`src/rtl/bseq_pkg.sv`:
```
// Package: shared constants and types for the burst read sequencer.
// Assumes a power-of-two beat count so that XOR ordering covers the line.
package bseq_pkg;
    localparam int unsigned LINE_BEATS = 4;
    localparam int unsigned NBANK      = 2;
    localparam int unsigned IDX_W      = $clog2(LINE_BEATS);
    localparam int unsigned STEP_W     = $clog2(2 * LINE_BEATS);

    typedef logic [IDX_W-1:0] dw_idx_t;

    // One pending bank operation: which doubleword, and whether it exists.
    typedef struct packed {
        logic    valid;
        dw_idx_t dw;
    } slot_t;
endpackage

```
`src/rtl/bseq_ctrl.sv`:
```
// Module: bseq_ctrl
// Holds the burst state: an active flag, a step counter that counts the
// cycles since acceptance, and the start index and bank mode captured when
// a hit burst is accepted. Starts are ignored while active. A miss start
// produces a one-cycle acknowledge.
// Assumes burst_start and hit are valid together in the same cycle.
module bseq_ctrl
    import bseq_pkg::*;
(
    input  logic              clk,
    input  logic              rst_n,
    input  logic              burst_start,
    input  dw_idx_t           start_dw,
    input  logic              two_bank,
    input  logic              hit,
    output logic              active,
    output logic [STEP_W-1:0] step,
    output dw_idx_t           start_q,
    output logic              two_q,
    output logic              miss_ack
);
    logic [STEP_W-1:0] last_step;

    // Final step index: overlapped mode ends one cycle after its last access.
    always_comb begin
        last_step = two_q ? STEP_W'(LINE_BEATS) : STEP_W'(2 * LINE_BEATS - 1);
    end

    // Accept, advance and retire bursts; flag misses seen while idle.
    always_ff @(posedge clk) begin
        if (!rst_n) begin
            active   <= 1'b0;
            step     <= '0;
            start_q  <= '0;
            two_q    <= 1'b0;
            miss_ack <= 1'b0;
        end else begin
            miss_ack <= burst_start && !active && !hit;
            if (!active) begin
                if (burst_start && hit) begin
                    active  <= 1'b1;
                    step    <= '0;
                    start_q <= start_dw;
                    two_q   <= two_bank;
                end
            end else if (step == last_step) begin
                active <= 1'b0;
                step   <= '0;
            end else begin
                step <= step + STEP_W'(1);
            end
        end
    end
endmodule

```
`src/rtl/bseq_slots.sv`:
```
// Module: bseq_slots
// Decodes the step counter into the two operations of the current cycle:
// the access slot (a bank is addressed and its data is not yet driven) and
// the transfer slot (a bank drives the bus and ready is raised). In
// overlapped mode both slots can be valid at once. In single-bank mode
// they alternate. Doubleword order is start XOR beat.
module bseq_slots
    import bseq_pkg::*;
(
    input  logic              active,
    input  logic              two_q,
    input  dw_idx_t           start_q,
    input  logic [STEP_W-1:0] step,
    output slot_t             acc,
    output slot_t             xfr,
    output logic              xfr_last
);
    logic [STEP_W-1:0] step_m1;
    dw_idx_t           half_beat;

    // Previous step and the beat number for the single-bank pairing.
    always_comb begin
        step_m1   = step - STEP_W'(1);
        half_beat = step[IDX_W:1];
    end

    // Map the step to access and transfer operations for the active mode.
    always_comb begin
        acc      = '0;
        xfr      = '0;
        xfr_last = 1'b0;
        if (active) begin
            if (two_q) begin
                if (step < STEP_W'(LINE_BEATS)) begin
                    acc.valid = 1'b1;
                    acc.dw    = start_q ^ step[IDX_W-1:0];
                end
                if (step != '0) begin
                    xfr.valid = 1'b1;
                    xfr.dw    = start_q ^ step_m1[IDX_W-1:0];
                    xfr_last  = (step == STEP_W'(LINE_BEATS));
                end
            end else begin
                if (!step[0]) begin
                    acc.valid = 1'b1;
                    acc.dw    = start_q ^ half_beat;
                end else begin
                    xfr.valid = 1'b1;
                    xfr.dw    = start_q ^ half_beat;
                    xfr_last  = (half_beat == dw_idx_t'(LINE_BEATS - 1));
                end
            end
        end
    end
endmodule

```
`src/rtl/bseq_bank_drv.sv`:
```
// Module: bseq_bank_drv
// Drives one SRAM bank. In overlapped mode the bank owns the doublewords
// whose index bit 0 (address bit 2) equals its number. In single-bank mode
// only bank 0 is used. Address bits read zero when the bank is not enabled.
// Assumes the access and transfer slots never target the same bank at once.
module bseq_bank_drv
    import bseq_pkg::*;
#(
    parameter int unsigned BANK_ID = 0
) (
    input  logic    two_q,
    input  slot_t   acc,
    input  slot_t   xfr,
    output logic    ce,
    output logic    oe,
    output dw_idx_t dw
);
    localparam logic SEL_BIT    = BANK_ID[0];
    localparam logic IS_PRIMARY = (BANK_ID == 0);

    logic own_acc;
    logic own_xfr;

    // Decide whether each slot belongs to this bank.
    always_comb begin
        own_acc = acc.valid && (two_q ? (acc.dw[0] == SEL_BIT) : IS_PRIMARY);
        own_xfr = xfr.valid && (two_q ? (xfr.dw[0] == SEL_BIT) : IS_PRIMARY);
    end

    // Produce the bank's enables and address from the owned slot.
    always_comb begin
        ce = own_acc || own_xfr;
        oe = own_xfr;
        if (own_xfr)      dw = xfr.dw;
        else if (own_acc) dw = acc.dw;
        else              dw = '0;
    end
endmodule

```
`src/rtl/burst_read_seq.sv`:
```
// Module: burst_read_seq (top)
// Sequences the data SRAM banks through one burst read hit. The control
// block captures the request, the slot decoder turns the step into access
// and transfer operations, and one driver per bank produces the enables
// and address bits. Ready and last come from the transfer slot.
// Assumes tag lookup has produced hit in the same cycle as burst_start.
module burst_read_seq
    import bseq_pkg::*;
(
    input  logic                   clk,
    input  logic                   rst_n,
    input  logic                   burst_start,
    input  logic [IDX_W-1:0]       start_dw,
    input  logic                   two_bank,
    input  logic                   hit,
    output logic [NBANK-1:0]       bank_ce,
    output logic [NBANK-1:0]       bank_oe,
    output logic [NBANK*IDX_W-1:0] bank_dw,
    output logic                   xfer_rdy,
    output logic                   xfer_last,
    output logic                   busy,
    output logic                   miss_ack
);
    logic              active;
    logic [STEP_W-1:0] step;
    dw_idx_t           start_q;
    logic              two_q;
    slot_t             acc;
    slot_t             xfr;
    logic              xfr_last;

    bseq_ctrl u_ctrl (
        .clk         (clk),
        .rst_n       (rst_n),
        .burst_start (burst_start),
        .start_dw    (start_dw),
        .two_bank    (two_bank),
        .hit         (hit),
        .active      (active),
        .step        (step),
        .start_q     (start_q),
        .two_q       (two_q),
        .miss_ack    (miss_ack)
    );

    bseq_slots u_slots (
        .active   (active),
        .two_q    (two_q),
        .start_q  (start_q),
        .step     (step),
        .acc      (acc),
        .xfr      (xfr),
        .xfr_last (xfr_last)
    );

    for (genvar b = 0; b < NBANK; b++) begin : g_bank
        bseq_bank_drv #(.BANK_ID(b)) u_drv (
            .two_q (two_q),
            .acc   (acc),
            .xfr   (xfr),
            .ce    (bank_ce[b]),
            .oe    (bank_oe[b]),
            .dw    (bank_dw[b*IDX_W +: IDX_W])
        );
    end

    // Bus-side strobes follow the transfer slot.
    always_comb begin
        xfer_rdy  = xfr.valid;
        xfer_last = xfr_last;
        busy      = active;
    end
endmodule

```
`config.mk`:
```
export PLATFORM = sky130hd
export DESIGN_NAME = burst_read_seq
export DESIGN_NICKNAME = d
export VERILOG_FILES = /design/src/rtl/bseq_pkg.sv /design/src/rtl/bseq_ctrl.sv /design/src/rtl/bseq_slots.sv /design/src/rtl/bseq_bank_drv.sv /design/src/rtl/burst_read_seq.sv
export SDC_FILE = /design/constraint.sdc
export NUM_CORES = 1
export LEC_CHECK = 0
export ABC_AREA = 1
export BUFFER_PORTS_ARGS = -buffer_cell sky130_fd_sc_hd__buf_4
export CAP_MARGIN = 15
export CORE_AREA = 5 5 44 46
export CTS_BUF_LIST = sky130_fd_sc_hd__clkbuf_8
export DETAILED_ROUTE_END_ITERATION = 10
export DIE_AREA = 0 0 49 51
export HOLD_SLACK_MARGIN = 0.15
export PLACE_DENSITY = 0.73
export SLEW_MARGIN = 15
export SYNTH_ARGS = -nofsm -noshare
export SYNTH_HDL_FRONTEND = slang
export SYNTH_SLANG_ARGS = --single-unit
```
`constraint.sdc`:
```
create_clock -name clk -period 1.64 [get_ports clk]
set_input_delay 0.328 -clock clk [delete_from_list [all_inputs] [get_ports clk]]
set_output_delay 0.328 -clock clk [all_outputs]
set_load 0.1 [all_outputs]
```
==> impl_results.md, run 1 <==
* Final hold vios at 0
* Pwr/cell area at 604 nW/µm²
* Area share of fa/ha/maj cells after synthesis at 3.78%
* Final setup viols at 10
* Clock Sinks at 8
* Post-synthesis xor/xnor area fraction at 2.65%
* Antenna cells at 0
* Slowest stage cell, crit path: dfxtp_4
* Synth Net Count at 116
* Clk_lat worst skew at ~0.23 ns
* Setup Skew at 0.00327 ns
* Crit path required time at 1.31 ns
* P_leak at 0.547 nW
* First-pass GRT wire length at 3.65 mm
* DRT antenna net count at 0
* Grt ovf at 0
* Largest family of logic cells by synthesized area: simple AND/OR/NAND/NOR gates
* Worst Path Buf+Inv at 4
* DRT iter0 DRCs at 52
* Post-route insts no fill at 153
* CP Cell Sequence: inv_4, ha_4, inv_2, nor2_2, nor2_2, nand3_2, buf_4, nand2_4, buf_12
* Core area at 1470 µm²
* Die Span Y at 51 µm
* Worst VDD drop at 0.482 mV
* Drt drc at 0
* Vias in the first global route at 789
* Count leader, synth: nand2_1
* All-layer global routing usage at 18.9%
* RSZ-0062 raised after global routing: yes
* Clk buf depth at 2
* Worst Hold Class: input port to register
* Synthesized area at 662 µm²
* Fin crit period at 1.88 ns
* Row cnt at 14
* Share of the synthesized area in the top cell type at 24.2%
* Top Layer Used: met4
* Compound-Gate Fraction of Synth Area at between 10% and 20%
* Num ports at 19
* Area leader, netlist: dfxtp_1
* Layout cells sized above 1 at 56.2%
* CTS clk-pin slew, worst paths at roughly 0.040 ns
* Initial antenna violation count at 0
* Crit path launch type: register
* Worst EP arrival at 1.55 ns
* EDFF count, synth at 0
* Port Buffers at 18
* Delay-heaviest family, CP: buffers and inverters
* Vias at 824
* Routed wl met3 at 138 µm
* Wl on met1 at about 840 µm
* Main synth FF type: dfxtp_1
* Slowest stage delay, CP at 0.36 ns
* Fin crit share at 115%
* Dpl cells at around 140
* TritonCTS clock tree: built
* Max-Cap Viols at 0
* Post-layout util at between 80% and 90%
* Final net count at 148
* Status: complete, but fails checks
* Post-Synth Simple-Gate Area at 39.5%
* Failing checks: negative setup slack
* Mux contribution to synthesized area at 0%
* Clock Root Buffer: clkbuf_8
* Final wirelength at 2.31 mm
* Async S/R FF share, synth at 0%
* Chip Width at 49 µm
* Yosys reg bits at 8
* Sequential fraction of the synthesis area at 24.2%
* Largest net degree at the start of global routing at 13
* CTS Buf Count at 3
* Synth Instances at 107
* Syn avg cell area at 6.19 µm²
* H-tree Lvls at 1
* Area Overhead vs Synth at 81.9%
* Final WS setup at -0.238 ns
* Gpl congestion at ~0.87
* Top cells by count, synth: nand2_1 (36), a21oi_1 (10), inv_1 (10), dfxtp_1 (8), nand3_1 (7)
* Synth top area cells: dfxtp_1 (24%), nand2_1 (20%), a21oi_1 (7.6%)
* Vias per cell at 5.39
* Worst slew pin tran at 0.280 ns
* WS Path Type: register to output pin
* Maximum clock frequency at 0.532 GHz
* WL/cell at ~15 µm
* CP Max Fanout at 5
* DIE AREA at roughly 2500 µm²
* Setup crit end kind: output pin
* Yosys warns at 0
* DP HPWL at 1.48 mm
* Iteration count of the initial detailed-routing pass at 4
* Initial Util at 45.0%
* Rel. slew slack at 81.5%
* Worst path most repeated cell: nor2_2
* DR WL met2 at ~1.2 mm
* Pins Over Slew Limit at 0
* Hold slack final at 0.286 ns
* Unique cell type count in the Yosys netlist at 20
report_power, final:
group          internal [mW]  total (mW)  switching (mW)
Sequential             0.207       0.228          0.0214
Combinational          0.102       0.264           0.161
Clock                  0.159       0.235          0.0762
Total                  0.468       0.727           0.259
cells by family after synthesis:
logic type,count (synthesis)
adder cells (fa/ha/maj),2
flip-flops,8
XOR/XNOR,2
buffers and inverters,20
AO/OA/AOI/OAI,17
AND/OR/NAND/NOR,58
worst paths after layout:
check,slack [ns],depth (start not counted),endpoint,start
worst max-delay path,-0.24,9,bank_dw[2],u_ctrl.step[0]
worst max register to register,0.45,6,u_ctrl.active,u_ctrl.step[0]
worst min register to register,0.55,2,u_ctrl.start_q[0],u_ctrl.start_q[0]
worst min-delay path,0.29,2,u_ctrl.miss_ack,hit
placed cells by master (no fill, tap or decap), drive strengths merged:
cell     n
dfxtp    8
inv     14
clkbuf   3
nand3    8
nor2     6
buf     33
nand4    4
nor3     2
nand2   38
o21ai    7
ha       2
a21oi   10
xnor2    1
xor2     1
per-layer routing:
layer  up-vias  global-route usage [%]
li1        400                       -
met2        43                    37.6
met5         -                       0
met1       371                    17.6
met4         0                    9.87
met3        10                    4.65
flip-flops by register name, summed over array words and instances, names as in the netlist:
signal	flops
u_ctrl.two_q	1
u_ctrl.step	3
u_ctrl.start_q	2
u_ctrl.active	1
u_ctrl.miss_ack	1
through the flow:
| step | area (µm²) | TNS, ns | total power [mW] | setup WS, ns |
|---|---|---|---|---|
| detailed placement | 927 | -0.501 | 0.439 | -0.155 |
| CTS | 1140 | -1.73 | 0.697 | -0.251 |
| floorplan | 786 | -2.07 | 0.392 | -0.487 |
| global route | 1200 | -2.47 | 0.763 | -0.319 |
| global placement | 927 | -0.430 | 0.436 | -0.111 |
| finish | 1200 | -1.78 | 0.727 | -0.238 |
what timing repair did:
item | 4_1_cts | 5_1_grt
hold buffers | 0 | 0
resized for setup | 38 | 17
pin swaps | 8 | 12
setup buffers | 5 | 2
endpoints found under the setup margin | 10 | 10
final cells by class:
cell class | instances | area [µm²]
Clock buffer | 3 | 41.3
Fill cell | 85 | 268
Inverter | 14 | 65.1
Multi-Input combinational cell | 79 | 523
Sequential cell | 8 | 175
Tap cell | 16 | 20.0
Timing Repair Buffer | 33 | 379
Power figures use the tool's default switching activity.
==> run 2, diff against run 1 <==
--- a/config.mk
+++ b/config.mk
@@ -14,6 +14,7 @@
 export DIE_AREA = 0 0 49 51
 export HOLD_SLACK_MARGIN = 0.15
 export PLACE_DENSITY = 0.73
+export SETUP_SLACK_MARGIN = 0.05
 export SLEW_MARGIN = 15
 export SYNTH_ARGS = -nofsm -noshare
 export SYNTH_HDL_FRONTEND = slang
==> run 2 against run 1 <==
  * The flow still finishes with violations (negative setup slack)
  * Maximum frequency fell by 3.0%
  * Clock skew rose by 0.0026 ns
  * Setup slack got worse by 0.058 ns
  * Clock power barely moved
  * Register-to-register slack got worse by 0.12 ns
  * Routed wire length rose by 2.0%
  * Die area did not move
  * Total power rose by 0.48%
  * Clock-buffer cell count did not move
  * Sequential cell count did not move
  * Global-route usage fell by 1.3 points
  * Sequential power barely moved
==> impl_results.md, run 2 (same netlist as run 1, synthesis figures left out) <==
* Status: complete, but fails checks (unchanged)
* Failing checks: negative setup slack (unchanged)
* RSZ-0062 raised after global routing: yes (unchanged)
* Clk buf depth at 2 (unchanged)
* Clock Root Buffer: clkbuf_8 (unchanged)
* Port Buffers at 18 (unchanged)
* All-layer global routing usage at 17.6% (was 18.9%)
* Commonest non-fill, non-tap cell in the layout: nand2_1 (unchanged)
* Switch share at 35.7% (was 35.6%)
* Num ports at 19 (unchanged)
* Biggest regs: u_ctrl.step x3, u_ctrl.start_q x2 (unchanged)
* H-tree Lvls at 1 (unchanged)
* WL/cell at 15.1 µm (about the same)
* Final setup viols at 10 (unchanged)
* Final hold vios at 0 (unchanged)
* CP Launch Point: u_ctrl.step[1] (was u_ctrl.step[0])
* Crit path required time at 1.31 ns (about the same)
* TritonCTS clock tree: built (unchanged)
* Initial Util at 45.0% (unchanged)
* Pwr/cell area at 584 nW/µm² (was 604 nW/µm²)
* Clk network pwr share at 32.0% (was 32.4%)
* CP Max Fanout at 5 (unchanged)
* CTS Buf Count at 3 (unchanged)
* Maximum clock frequency at 0.516 GHz (was 0.532 GHz)
* # hold bufs at CTS at 0 (unchanged)
* P_leak at 0.564 nW (was 0.547 nW)
* Worst slew pin tran at 0.278 ns (was 0.280 ns)
* Grt ovf at 0 (unchanged)
* Die Span Y at 51 µm (unchanged)
* DP HPWL at 1.52 mm (was 1.48 mm)
* Post-layout util at 84.9% (was 81.8%)
* Core area at 1470 µm² (unchanged)
* Iteration count of the initial detailed-routing pass at 4 (unchanged)
* Reg-to-reg startpoint: u_ctrl.step[0] (unchanged)
* Vias per cell at 5.24 (was 5.39)
* Rel. slew slack at 81.6% (was 81.5%)
* Pins Over Slew Limit at 0 (unchanged)
* Final wirelength at 2.36 mm (was 2.31 mm)
* Vias at 818 (was 824)
* Initial antenna violation count at 0 (unchanged)
* WS Path Type: register to output pin (unchanged)
* Dpl cells at 149 (was 144)
* Max-Cap Viols at 0 (unchanged)
* Largest net degree at the start of global routing at 13 (unchanged)
* Clock Sinks at 8 (unchanged)
* Worst VDD drop at 0.527 mV (was 0.482 mV)
* Clk_lat worst skew at 0.23 ns (about the same)
* Row cnt at 14 (unchanged)
* Gpl congestion at 0.830 (was 0.868)
* Switching pwr at 261 µW (was 259 µW)
* Final WS setup at -0.297 ns (was -0.238 ns)
* Vias in the first global route at 840 (was 789)
* DRT iter0 DRCs at 14 (was 52)
* Layout cells sized above 1 at 58.6% (was 56.2%)
* Most frequent cells in the layout: nand2_1 (25), buf_4 (23), buf_12 (10), nand2_2 (9), a21oi_1 (8) (was nand2_1 (27), buf_4 (20), buf_12 (9), nand2_2 (8), a21oi_1 (8))
* # fillers at 85 (unchanged)
* Comb power frac at 37.0% (was 36.3%)
* Largest reg by FF count: u_ctrl.step (unchanged)
* Final net count at 151 (was 148)
* Post-route insts no fill at 156 (was 153)
* Fin crit share at 118% (was 115%)
* Area Overhead vs Synth at 88.8% (was 81.9%)
* Antenna cells at 0 (unchanged)
* Fin crit period at 1.94 ns (was 1.88 ns)
* Hold_sp: hit (unchanged)
* Crit path launch type: register (unchanged)
* Setup Skew at 0.00590 ns (was 0.00327 ns)
* Worst EP arrival at 1.61 ns (was 1.55 ns)
* Max FFs per register at 3 (unchanged)
* Setup crit end kind: output pin (unchanged)
* DIE AREA at 2500 µm² (unchanged)
* Int Pwr at 469 µW (was 468 µW)
* Drt drc at 0 (unchanged)
* Worst Hold Class: input port to register (unchanged)
* CTS clk-pin slew, worst paths at 0.04 ns (about the same)
* Sequential share of power at 31.0% (was 31.4%)
* Chip Width at 49 µm (unchanged)
* First-pass GRT wire length at 3.42 mm (was 3.65 mm)
* DRT antenna net count at 0 (unchanged)
[run 2: through the flow]
| stage | setup slack, ns | hold WS (ns) | power (mW) | cell area (µm²) | TNS, ns |
|---|---|---|---|---|---|
| floorplan | -0.487 | 0.404 | 0.393 | 802 | -2.07 |
| global placement | -0.0628 | 0.503 | 0.442 | 965 | -0.220 |
| detailed placement | -0.105 | 0.513 | 0.447 | 965 | -0.347 |
| CTS | -0.227 | 0.269 | 0.710 | 1170 | -1.61 |
| global route | -0.388 | 0.276 | 0.769 | 1250 | -2.87 |
| finish | -0.297 | 0.273 | 0.730 | 1250 | -2.05 |
[run 2: worst max-delay path: stages, from the launching register on]
cell and delay, ns:
dfxtp_2 0.33, inv_2 0.05, ha_4 0.16, inv_2 0.05, nor2_2 0.03, nor2_2 0.18, nand3_4 0.15, buf_4 0.18
nand2_4 0.08, buf_12 0.17
[run 2: repair_timing]
action | CTS | global route
pin swaps | 11 | 16
hold endpoints to repair | 0 | 0
gates resized for setup | 39 | 22
endpoints found under the setup margin | 10 | 10
buffers inserted | 3 | 3
[run 2: power by group through the flow]
stage	clock (mW)	combinational, mW	sequential [mW]
after CTS	0.241	0.245	0.224
after floorplan	0	0.148	0.245
after global routing	0.252	0.289	0.229
after detailed placement	0	0.221	0.227
final	0.234	0.270	0.226
after global placement	0	0.216	0.226
[run 2: worst paths after layout]
path / depth (start not counted) / slack, ns / to
setup / recovery: 9 / -0.30 / bank_dw[2]
hold / removal: 2 / 0.27 / u_ctrl.miss_ack
hold reg to reg: 2 / 0.53 / u_ctrl.start_q[1]
setup reg to reg: 7 / 0.33 / u_ctrl.step[0]
[run 2: cell type report]
type | count | area [µm²] | area share, %
clock buffers | 3 | 41.3 | 3.30
flip-flops and latches | 8 | 174 | 13.9
well taps | 16 | 20.0 | 1.60
multi-input cells | 79 | 541 | 43.2
repair buffers | 36 | 407 | 32.5
inverters | 14 | 67.6 | 5.41
[run 2: routing by layer]
layer,share of wire [%],global-route usage (%),up-vias
met5,0,0,-
met4,2.3,10.8,0
met3,5.6,2.33,6
met2,55,37.0,29
met1,37,15.3,379
li1,-,-,404
==> run 3, diff against run 2 <==
--- a/config.mk
+++ b/config.mk
@@ -8,14 +8,13 @@
 export ABC_AREA = 1
 export BUFFER_PORTS_ARGS = -buffer_cell sky130_fd_sc_hd__buf_4
 export CAP_MARGIN = 15
-export CORE_AREA = 5 5 44 46
-export CTS_BUF_LIST = sky130_fd_sc_hd__clkbuf_8
+export CORE_AREA = 2 2 42 44
 export DETAILED_ROUTE_END_ITERATION = 10
-export DIE_AREA = 0 0 49 51
+export DIE_AREA = 0 0 44 46
 export HOLD_SLACK_MARGIN = 0.15
-export PLACE_DENSITY = 0.73
+export PLACE_DENSITY = 0.7
 export SETUP_SLACK_MARGIN = 0.05
-export SLEW_MARGIN = 15
+export SLEW_MARGIN = 10
 export SYNTH_ARGS = -nofsm -noshare
 export SYNTH_HDL_FRONTEND = slang
 export SYNTH_SLANG_ARGS = --single-unit
==> run 3 against run 2 <==
  * The flow still finishes with violations (negative setup slack)
  * Sequential cell count is the same
  * Clock power shrank 32%
  * Setup slack gained 0.024 ns
  * Routed wire length shrank 14%
  * Sequential share of layout area grew 0.80 points
  * Final cell count grew 0.64%
  * Maximum frequency grew 1.3%
  * Global-route usage grew 3.9 points
  * Hold slack lost 0.024 ns
  * Sequential power is essentially flat
  * Critical path type unchanged
  * Highest routed layer unchanged
==> impl_results.md, run 3 (same netlist as run 1, synthesis figures left out) <==
* Layout cells sized above 1 at 53.6% (was 58.6%)
* Reg2reg setup slack at 0.52 ns (was 0.33 ns)
* Hold EP: u_ctrl.miss_ack (unchanged)
* GR Util met1 at 19.0% (was 15.3%)
* Failing checks: negative setup slack (unchanged)
* Commonest non-fill, non-tap cell in the layout: nand2_1 (unchanged)
* Max-Cap Viols at 0 (unchanged)
* Crit path required time at 1.31 ns (about the same)
* Switch share at 37.8% (was 35.7%)
* Largest net degree at the start of global routing at 13 (unchanged)
* Clk_lat worst skew at 0.26 ns (was 0.23 ns)
* First-pass GRT wire length at 3.06 mm (was 3.42 mm)
* DRT antenna net count at 0 (unchanged)
* CP Max Fanout at 3 (was 5)
* Row cnt at 15 (was 14)
* Hold Path Depth at 2 (unchanged)
* Switching pwr at 243 µW (was 261 µW)
* Pwr/cell area at 536 nW/µm² (was 584 nW/µm²)
* Most frequent cells in the layout: nand2_1 (27), buf_4 (21), nand2_2 (10), buf_12 (10), a21oi_1 (8) (was nand2_1 (25), buf_4 (23), buf_12 (10), nand2_2 (9), a21oi_1 (8))
* WS Path Type: register to output pin (unchanged)
* Status: complete, but fails checks (unchanged)
* Clk buf depth at 2 (unchanged)
* Num ports at 19 (unchanged)
* Worst Hold Class: input port to register (unchanged)
* Hold slack final at 0.249 ns (was 0.273 ns)
* Drt drc at 0 (unchanged)
* Worst VDD drop at 0.461 mV (was 0.527 mV)
* Vias at 828 (was 818)
* DP HPWL at 1.51 mm (was 1.52 mm)
* Setup Skew at 0.0136 ns (was 0.00590 ns)
* Reg-to-reg startpoint: u_ctrl.active (was u_ctrl.step[0])
* Met2 usage at 43.2% (was 37.0%)
* Maximum clock frequency at 0.523 GHz (was 0.516 GHz)
* # fillers at 122 (was 85)
* Total power at 643 µW (was 730 µW)
* Final setup viols at 10 (unchanged)
* Final hold vios at 0 (unchanged)
* Largest reg by FF count: u_ctrl.step (unchanged)
* Clock Sinks at 8 (unchanged)
* TritonCTS clock tree: built (unchanged)
* Met3 usage at 3.57% (was 2.33%)
* CTS Buf Count at 3 (unchanged)
* Int Pwr at 400 µW (was 469 µW)
* H-tree Lvls at 1 (unchanged)
* Gpl congestion at 0.826 (was 0.830)
* Final WS setup at -0.273 ns (was -0.297 ns)
* DRT iter0 DRCs at 26 (was 14)
* Port Buffers at 18 (unchanged)
* Max FFs per register at 3 (unchanged)
* Crit path launch type: register (unchanged)
* Initial antenna violation count at 0 (unchanged)
* Initial Util at 41.0% (was 45.0%)
* # hold bufs at CTS at 0 (unchanged)
* Post-route insts no fill at 157 (was 156)
* R2R Path End: u_ctrl.two_q (was u_ctrl.step[0])
* Biggest regs: u_ctrl.step x3, u_ctrl.start_q x2 (unchanged)
* Setup crit end kind: output pin (unchanged)
* Antenna cells at 0 (unchanged)
* Reg2Reg Depth at 4 (was 7)
* P_leak at 0.555 nW (was 0.564 nW)
* Fin crit share at 117% (was 118%)
* DIE AREA at 2020 µm² (was 2500 µm²)
* GRT Max-Usage Layer: met2 (unchanged)
* All-layer global routing usage at 21.5% (was 17.6%)
* CTS clk-pin slew, worst paths at 0.06 ns (was 0.04 ns)
* Worst EP arrival at 1.58 ns (was 1.61 ns)
* Clock Root Buffer: clkbuf_4 (was clkbuf_8)
* Post-layout util at 74.3% (was 84.9%)
* Rel. slew slack at 82.1% (was 81.6%)
* Final net count at 150 (was 151)
* Pins Over Slew Limit at 0 (unchanged)
* Dpl cells at 151 (was 149)
* Worst slew pin tran at 0.267 ns (was 0.278 ns)
* Die Span Y at 46 µm (was 51 µm)
* Core area at 1610 µm² (was 1470 µm²)
* Grt ovf at 0 (unchanged)
* Fin crit period at 1.91 ns (was 1.94 ns)
* Comb power frac at 40.1% (was 37.0%)
* WL/cell at 12.8 µm (was 15.1 µm)
* Iteration count of the initial detailed-routing pass at 5 (was 4)
* Chip Width at 44 µm (was 49 µm)
* Hold_sp: hit (unchanged)
* Vias in the first global route at 763 (was 840)
* Final wirelength at 2.02 mm (was 2.36 mm)
* RSZ-0062 raised after global routing: yes (unchanged)
* Clk network pwr share at 24.9% (was 32.0%)
* Area Overhead vs Synth at 81.1% (was 88.8%)
* Vias per cell at 5.27 (was 5.24)
* Sequential share of power at 35.0% (was 31.0%)
-- run 3: final cells by class --
class / count / area [µm²] / area share, %
multi-input cells: 79 / 507 / 42.3
flip-flops and latches: 8 / 176 / 14.7
inverters: 14 / 65.1 / 5.43
clock buffers: 4 / 26.3 / 2.19
well taps: 17 / 21.3 / 1.77
repair buffers: 35 / 403 / 33.6
-- run 3: what timing repair did --
action	in CTS	in global routing
gates cloned	0	0
gates resized for setup	39	12
pin swaps	4	7
setup buffers	1	1
endpoints found under the hold margin	0	0
setup endpoints to repair	10	10
-- run 3: worst max-delay path, cell delays in order, from the launching register on --
cell and delay (ns):
dfxtp_4 0.36, inv_4 0.04, ha_4 0.15, buf_6 0.11, nand2_2 0.05, nand2_2 0.06, a21oi_4 0.16, nand2_1 0.10
inv_1 0.11, buf_12 0.18
-- run 3: power groups by stage --
stage	Sequential, mW	Combinational [mW]	Clock, mW
after floorplan	0.245	0.148	0
after global placement	0.227	0.214	0
after detailed placement	0.228	0.218	0
after CTS	0.225	0.240	0.167
after global routing	0.227	0.275	0.174
final	0.225	0.258	0.160
-- run 3: metal layers --
metal / vias to the layer above / share of wire [%]
met5: - / 0
met1: 372 / 33
met2: 37 / 59
met4: 0 / 2.6
met3: 8 / 5.0
li1: 411 / -
-- run 3: worst max path at each step --
stage                        start         end  slack (ns)  depth (start not counted)
floorplan            u_ctrl.active  bank_dw[1]       -0.49                          5
global placement    u_ctrl.step[0]  bank_dw[1]        -0.1                          9
detailed placement  u_ctrl.step[0]  bank_dw[3]       -0.12                         10
CTS                 u_ctrl.step[0]  bank_dw[3]       -0.29                         10
global route        u_ctrl.step[0]  bank_dw[3]       -0.34                         10
finish              u_ctrl.step[0]  bank_oe[0]       -0.27                          9
-- run 3: metrics by stage --
step           setup TNS, ns  setup slack, ns  area (µm²)
3_3_place_gp          -0.475          -0.0963         973
3_5_place_dp          -0.655           -0.117         973
5_1_grt                -3.03           -0.340        1200
2_1_floorplan          -2.07           -0.487         802
6_report               -2.28           -0.273        1200
4_1_cts                -2.51           -0.287        1150
